<file path="config.mk">
export PLATFORM = sky130hd
export DESIGN_NAME = fp_relate_unit
export DESIGN_NICKNAME = d
export VERILOG_FILES = /design/src/rtl/fcs_pkg.sv /design/src/rtl/fcs_datapath.sv /design/src/rtl/fcs_control.sv /design/src/rtl/fp_relate_unit.sv
export SDC_FILE = /design/constraint.sdc
export NUM_CORES = 1
export LEC_CHECK = 0
export ABC_AREA = 1
export BUFFER_PORTS_ARGS = -buffer_cell sky130_fd_sc_hd__buf_2
export CAP_MARGIN = 20
export CELL_PAD_IN_SITES_DETAIL_PLACEMENT = 1
export CELL_PAD_IN_SITES_GLOBAL_PLACEMENT = 1
export CORE_ASPECT_RATIO = 1.5
export CORE_UTILIZATION = 33
export CTS_CLUSTER_SIZE = 12
export DETAILED_ROUTE_END_ITERATION = 7
export GPL_TIMING_DRIVEN = 0
export PLACE_DENSITY_LB_ADDON = 0.1
export SLEW_MARGIN = 20
export SYNTH_ARGS = -nofsm -noshare
export SYNTH_HDL_FRONTEND = slang
export SYNTH_HIERARCHICAL = 1
export SYNTH_SLANG_ARGS = --single-unit
</file>
<file path="constraint.sdc">
create_clock -name clk -period 2.5 [get_ports clk]
set_input_delay 0.5 -clock clk [delete_from_list [all_inputs] [get_ports clk]]
set_output_delay 0.5 -clock clk [all_outputs]
set_load 0.02 [all_outputs]
</file>
<file path="src/rtl/fcs_pkg.sv">
package fcs_pkg;
  localparam int EXP_W  = 11;
  localparam int FRAC_W = 52;
  localparam int DATA_W = 1 + EXP_W + FRAC_W;

  typedef enum logic [1:0] {
    KIND_UCMP = 2'd0,
    KIND_OCMP = 2'd1,
    KIND_SEL  = 2'd2,
    KIND_NONE = 2'd3
  } opKind_e;

  typedef struct packed {
    logic loadRel;
    logic loadSel;
    logic setSnan;
    logic setVc;
    logic clrFlags;
  } strobe_t;

  typedef struct packed {
    logic isNan;
    logic isSnan;
  } nanInfo_t;
endpackage

</file>
<file path="src/rtl/fcs_datapath.sv">
module fcs_datapath
  import fcs_pkg::*;
#(
  parameter int EW = EXP_W,
  parameter int FW = FRAC_W,
  localparam int W = 1 + EW + FW
) (
  input  logic         clk,
  input  logic         rstN,
  input  strobe_t      strobe,
  input  logic [W-1:0] opA,
  input  logic [W-1:0] opB,
  input  logic [W-1:0] opC,
  output nanInfo_t     nanA,
  output nanInfo_t     nanB,
  output logic [3:0]   relCode,
  output logic [3:0]   relStatus,
  output logic [W-1:0] selResult
);
  logic [W-1:0] operands [2];
  nanInfo_t     info     [2];

  assign operands[0] = opA;
  assign operands[1] = opB;

  for (genvar i = 0; i < 2; i++) begin : g_class
    logic expOnes;
    logic fracZero;
    assign expOnes       = &operands[i][W-2:FW];
    assign fracZero      = (operands[i][FW-1:0] == '0);
    assign info[i].isNan = expOnes && !fracZero;
    assign info[i].isSnan = expOnes && !fracZero && !operands[i][FW-1];
  end

  assign nanA = info[0];
  assign nanB = info[1];

  logic [W-2:0] magA, magB;
  logic         signA, signB, bothZero, anyNan;
  logic [3:0]   relNext;

  assign magA     = opA[W-2:0];
  assign magB     = opB[W-2:0];
  assign signA    = opA[W-1];
  assign signB    = opB[W-1];
  assign bothZero = (magA == '0) && (magB == '0);
  assign anyNan   = info[0].isNan || info[1].isNan;

  always_comb begin
    relNext = 4'b0000;
    if (anyNan)                relNext = 4'b0001;
    else if (bothZero)         relNext = 4'b0010;
    else if (signA != signB)   relNext = signA ? 4'b1000 : 4'b0100;
    else if (magA == magB)     relNext = 4'b0010;
    else if ((magA < magB) ^ signA) relNext = 4'b1000;
    else                       relNext = 4'b0100;
  end

  logic testGe;
  assign testGe = !info[0].isNan && (!signA || (magA == '0));

  always_ff @(posedge clk) begin
    if (!rstN) begin
      relCode   <= '0;
      relStatus <= '0;
      selResult <= '0;
    end else begin
      if (strobe.loadRel) begin
        relCode   <= relNext;
        relStatus <= relNext;
      end
      if (strobe.loadSel) selResult <= testGe ? opB : opC;
    end
  end

  assert_rel_onehot_R1: assert property (@(posedge clk) disable iff (!rstN)
    strobe.loadRel |=> ($onehot(relCode) && relStatus == relCode));

  assert_nan_unordered_R4: assert property (@(posedge clk) disable iff (!rstN)
    (strobe.loadRel && anyNan) |=> relCode == 4'b0001);

  assert_zero_equal_R3: assert property (@(posedge clk) disable iff (!rstN)
    (strobe.loadRel && bothZero) |=> relCode == 4'b0010);

  assert_sel_keeps_rel_R8: assert property (@(posedge clk) disable iff (!rstN)
    (strobe.loadSel && !strobe.loadRel) |=> $stable(relCode));
endmodule

</file>
<file path="src/rtl/fcs_control.sv">
module fcs_control
  import fcs_pkg::*;
(
  input  logic       clk,
  input  logic       rstN,
  input  logic       opValid,
  input  logic [1:0] opKind,
  input  logic       statusClear,
  input  logic       invIntEn,
  input  nanInfo_t   nanA,
  input  nanInfo_t   nanB,
  output strobe_t    strobe,
  output logic       resValid,
  output logic       flagSnan,
  output logic       flagVc,
  output logic       invSummary,
  output logic       excSummary,
  output logic       irq
);
  opKind_e kind;
  logic    isCmp, isOrd, anySnan, anyNan;

  assign kind    = opKind_e'(opKind);
  assign isCmp   = opValid && (kind == KIND_UCMP || kind == KIND_OCMP);
  assign isOrd   = opValid && (kind == KIND_OCMP);
  assign anySnan = nanA.isSnan || nanB.isSnan;
  assign anyNan  = nanA.isNan || nanB.isNan;

  always_comb begin
    strobe          = '0;
    strobe.loadRel  = isCmp;
    strobe.loadSel  = opValid && (kind == KIND_SEL);
    strobe.setSnan  = isCmp && anySnan;
    strobe.setVc    = isOrd && anyNan;
    strobe.clrFlags = statusClear;
  end

  logic riseSnan, riseVc;
  assign riseSnan = strobe.setSnan && !flagSnan;
  assign riseVc   = strobe.setVc && !flagVc;

  always_ff @(posedge clk) begin
    if (!rstN) begin
      flagSnan <= 1'b0;
      flagVc   <= 1'b0;
      irq      <= 1'b0;
      resValid <= 1'b0;
    end else begin
      flagSnan <= (flagSnan && !strobe.clrFlags) || strobe.setSnan;
      flagVc   <= (flagVc && !strobe.clrFlags) || strobe.setVc;
      irq      <= invIntEn && (riseSnan || riseVc);
      resValid <= strobe.loadRel || strobe.loadSel;
    end
  end

  assign invSummary = flagSnan || flagVc;
  assign excSummary = (flagSnan && invIntEn) || (flagVc && invIntEn);

  assert_sel_no_flags_R8: assert property (@(posedge clk) disable iff (!rstN)
    (opValid && opKind == 2'd2 && !statusClear) |=> ($stable(flagSnan) && $stable(flagVc)));

  assert_sticky_R9: assert property (@(posedge clk) disable iff (!rstN)
    ($past(flagSnan) && !$past(statusClear)) |-> flagSnan);

  assert_irq_enabled_R11: assert property (@(posedge clk) disable iff (!rstN)
    irq |-> ($past(invIntEn) && invSummary));

  assert_ucmp_no_vc_R6: assert property (@(posedge clk) disable iff (!rstN)
    (opValid && opKind == 2'd0 && !flagVc) |=> !flagVc);
endmodule

</file>
<file path="src/rtl/fp_relate_unit.sv">
module fp_relate_unit
  import fcs_pkg::*;
(
  input  logic              clk,
  input  logic              rstN,
  input  logic              opValid,
  input  logic [1:0]        opKind,
  input  logic [DATA_W-1:0] opA,
  input  logic [DATA_W-1:0] opB,
  input  logic [DATA_W-1:0] opC,
  input  logic              statusClear,
  input  logic              invIntEn,
  output logic [3:0]        relCode,
  output logic [3:0]        relStatus,
  output logic [DATA_W-1:0] selResult,
  output logic              resValid,
  output logic              flagSnan,
  output logic              flagVc,
  output logic              invSummary,
  output logic              excSummary,
  output logic              irq
);
  strobe_t  strobe;
  nanInfo_t nanA, nanB;

  fcs_datapath #(.EW(EXP_W), .FW(FRAC_W)) datapath_i (
    .clk(clk), .rstN(rstN), .strobe(strobe),
    .opA(opA), .opB(opB), .opC(opC),
    .nanA(nanA), .nanB(nanB),
    .relCode(relCode), .relStatus(relStatus), .selResult(selResult)
  );

  fcs_control control_i (
    .clk(clk), .rstN(rstN), .opValid(opValid), .opKind(opKind),
    .statusClear(statusClear), .invIntEn(invIntEn),
    .nanA(nanA), .nanB(nanB), .strobe(strobe), .resValid(resValid),
    .flagSnan(flagSnan), .flagVc(flagVc), .invSummary(invSummary),
    .excSummary(excSummary), .irq(irq)
  );

  assert_summary_R10: assert property (@(posedge clk) disable iff (!rstN)
    excSummary |-> (invSummary && invIntEn));
endmodule

</file>
# --- After elaboration in Yosys (flattened, before gate mapping) ---
# Cells that the tools add are included.
classes:
  reduce_logical: 44
  bitwise: 1
  order_cmp: 1
  n_eq_ne: 4
  n_mux: 7
op_table:
  columns: ["operator", "count"]
  rows:
  - ["$logic_not 63->1", 2]
  - ["$logic_not 52->1", 2]
  - ["$mux 64", 1]
  - ["$eq 63x63->1", 1]
  - ["$lt 63x63->1", 1]
  - ["$mux 4", 6]
  - ["$reduce_and 11->1", 2]
  - ["$logic_and 1x1->1", 18]
  - ["$logic_or 1x1->1", 10]
  - ["$logic_not 1->1", 9]
  - ["$eq 2x1->1 const B", 1]
  - ["$eq 2x2->1 const B", 1]
  - ["$logic_not 2->1", 1]
  - ["$ne 1x1->1", 1]
  - ["$xor 1x1->1", 1]
totals:
  reg_bits: 72
  in_bits: 199
  output_inout_bits: 78

# --- Logic depth before layout (Yosys ltp) ---
logic_depth:
  ltp_word: 9
  depth_mapped: 18

# --- Hierarchy ---
# The synthesis kept the hierarchy.
by_module_without_submodules:
  columns: ["mod", "cells_per_inst", "seq_area_each_um2", "area_each_um2", "n_inst"]
  rows:
  - ["fcs_datapath", 863, 1361.3, 5879.4, 1]
  - ["fcs_control", 36, 80.1, 235.2, 1]

# --- Worst setup path before layout ---
# No wires, ideal clock.
synth_timing:
  kind: "input -> register"
  startpoint: "input opA[31]"
  endpoint: "register datapath_i.selResult[45]"
  t_arrival_ps: 1789
  setup_time_ps: 143
  stages: 15
  path_slack_ps: 567
  path_cell_list: "nor2_1 -> nand2_1 -> nor2_1 -> nand2_1 -> nor3_2 -> nand2_1 -> nand2_2 -> nand2_1 -> and2_4 -> buf_12 -> buf_2 -> nand2_1 -> o21ai_2 -> nand2_1 -> a21oi_2"
synth_between:
  elab_chain_cells: 6
  word_cells_on_any_way: 8
synth_rtl:
  columns: ["element", "line", "rtl"]
  rows:
  - ["start, declared", "fp_relate_unit.sv:8", "input logic [DATA_W-1:0] opA,"]
  - ["$logic_not 52->1", "fcs_datapath.sv:30", "assign fracZero = (operands[i][FW-1:0] == '0);"]
  - ["$logic_not 1->1", "fcs_datapath.sv:31", "assign info[i].isNan = expOnes && !fracZero;"]
  - ["$logic_and 1x1->1", "fcs_datapath.sv:31", null]
  - ["$logic_not 1->1", "fcs_datapath.sv:60", "assign testGe = !info[0].isNan && (!signA || (magA == '0));"]
  - ["$logic_and 1x1->1 (*)", "fcs_datapath.sv:60", null]
  - ["$mux 64 (*)", "fcs_datapath.sv:72", "if (strobe.loadSel) selResult <= testGe ? opB : opC;"]
  - ["end signal, assigned", "fcs_datapath.sv:72", null]
  - ["end, declared", "fcs_datapath.sv:18", "output logic [W-1:0] selResult"]
# Mark *: on every way between the ends. The rest lies on a longest branch, timed or not.
# A chain may end at the register's enable or synchronous reset.

# --- Worst setup path after layout ---
layout_timing:
  startpoint: "input opA[31]"
  endpoint: "register datapath_i.selResult[2]"
# The elaborated chain is that of the path after synthesis.

==> run metrics <==
Period minus WS final ~2200 ps; H-tree depth 3; clock buffer depth 2; buffer and inverter count on the worst path 3; RR Startpoint control_i/flagSnan; area grow syn2layout 32.7%; Pre-antenna DRT Iters 6; Crit path required time 2700 ps; clk_lat worst skew 350 ps; 1st-iter DRT viols about 190; top layer in use met5; Worst path max stage delay approximately 240 ps; # placed instances ~1400; Setup TNS Final 0 ps; cts hold-fix bufs 0; Clock Sinks 72; Worst Max-Slew Pin Slew ~830 ps; largest net degree at the start of global routing 13; Slew Limit Fails 0; row count 60; total gr overflow 0; Critical Path AT 2360 ps; relative max-transition margin 0.444; clock root cell clkbuf_16; Crit Path Class in2reg; total CTS buffers 9; Hold Path Class in2reg; post-route met1 wirelength about 8200 um; share of cells above drive strength 1 0.378; Die Height 169 um; Die W roughly 110 um; Max Cap Viol 0; syn nets about 1200; vias per inst between 4 and 5; CTS tree built; Most common cell on crit path nand2_1; maximum fanout along the worst path 10; Worst path top cell family by delay simple AND/OR/NAND/NOR gates; Post-DRT Antenna Nets 0; wirelength, routed about 22000 um; fin util 0.449; Detail Route met3 WL around 1200 um; largest vdd supply drop 0.256 mV; ratio of final minimum period to clock period 0.863; worst setup path start opA[31]; final hold vios 0; RSZ-0062 raised after global routing no; yosys warns 6; Detail Placement HPWL between 15000 and 20000 um; Peak Freq 464 MHz; final setup fails 0; number of global-route vias before repair slightly above 7000; vias ~6800; CP cell instances buf_2 -> nor2_1 -> nand2_1 -> nor2_1 -> nand2_1 -> nor3_2 -> nand2_1 -> nand2_2 -> nand2_1 -> and2_4 -> buf_12 -> buf_2 -> nand2_1 -> o21ai_2 -> nand2_1 -> a21oi_2; WL met2 roughly 13000 um; Max Clock Skew roughly 1.1 ps; post-synthesis cell count around 900; # nets final 1445; RR Endpoint control_i/irq; wire per inst approximately 16 um; Syn Area/Cell 6.81 sq um; DR DRC count 0; setup slack, reg-to-reg between 1500 and 2000 ps; Placer Congestion slightly below 0.8; CTS clk-pin slew, worst paths around 60 ps; Core Box Area approximately 18000 sq um; worst-case reg-to-reg path depth 3; Worst path slowest cell nor3_2; endpoint type of the worst setup path flip-flop; first-pass GRT wire length about 35000 um; num ports approximately 280; Post-CTS Setup Bufs 0; Starting Density 0.339; crit start category input port; port bufs 276; PD cells between 400 and 500 nW/um^2; total die area between 15000 and 20000 sq um; final instance count without filler cells approximately 1400; fill count 2448; Total Routing Usage GR 0.236; post-cts gate resize count 0; Syn Std Cell Area 6100 sq um; leakage power around 4.2 nW; status finished clean; hold path depth 3; Hold EP control_i/irq; initial antenna violation count 6; HP Start invIntEn
-- stage by stage --
stage          instance area (sq um)  hold slack [ps]  total power, mW  setup slack, ps
3_5_place_dp                    7750              461             2.19             8.55
4_1_cts                         8090              382             3.69              356
5_1_grt                         8090              394             3.83              112
3_3_place_gp                    7750              451             2.17             4.63
2_1_floorplan                   6100              542             1.81              567
6_report                        8100              390             3.64              344
-- flip-flops by register name (all words and copies together) (netlist names) --
signal,count
control_i/flagSnan,1
control_i/flagVc,1
control_i/irq,1
control_i/resValid,1
datapath_i/relStatus,4
datapath_i/selResult,64
-- routing by layer --
| layer | up-vias | GRT usage |
|---|---|---|
| li1 | 3471 | - |
| met1 | 3171 | 0.237 |
| met2 | 170 | 0.477 |
| met3 | 25 | 0.0451 |
| met4 | 4 | 0.0732 |
| met5 | - | 0 |
-- worst max-delay path by stage --
| stage | cells past startpoint | endpoint |
|---|---|---|
| global placement | 16 | datapath_i/selResult[53] |
| CTS | 16 | datapath_i/selResult[51] |
| finish | 16 | datapath_i/selResult[2] |
| global route | 16 | datapath_i/selResult[53] |
| detailed placement | 14 | datapath_i/selResult[53] |
| floorplan | 15 | datapath_i/selResult[45] |
-- report_power, final --
group / switching, mW / leakage [nW] / internal [mW]
Clock: 0.557 / 0.159 / 0.932
Combinational: 0.562 / 3.42 / 0.389
Sequential: 0.0195 / 0.584 / 1.18
Total: 1.14 / 4.17 / 2.50
-- layout by cell type (no fill, tap or decap), types with 2 or more instances in the layout --
cell type	count
clkbuf_8	2
bufinv_16	2
inv_1	109
clkbuf_1	15
nor4_1	6
o21ai_0	3
dfxtp_1	72
o21ai_2	64
nand2_1	309
nor2_1	70
buf_12	7
a21oi_1	31
a21oi_2	61
buf_6	2
a21o_1	4
ha_1	63
buf_4	5
diode_2	4
clkbuf_16	9
nand4_1	28
buf_2	287
nor3_1	8
nand3_1	16
-- cell type report --
cell class / count / area [sq um] / share of cell area
Timing Repair Buffer: 276 / 1380 / 0.171
Sequential cell: 72 / 1440 / 0.178
Multi-Input combinational cell: 675 / 3940 / 0.486
Buffer: 39 / 308 / 0.0380
Inverter: 110 / 413 / 0.0510
Antenna cell: 4 / 10.0 / 0.00124
Clock inverter: 4 / 76.3 / 0.00943
Clock buffer: 12 / 256 / 0.0317
Tap cell: 217 / 272 / 0.0335
-- worst min-delay path: stages --
cell	delay [ps]
buf_2	100
nand2_1	60
a21oi_2	30
Power figures use the tool's default switching activity.
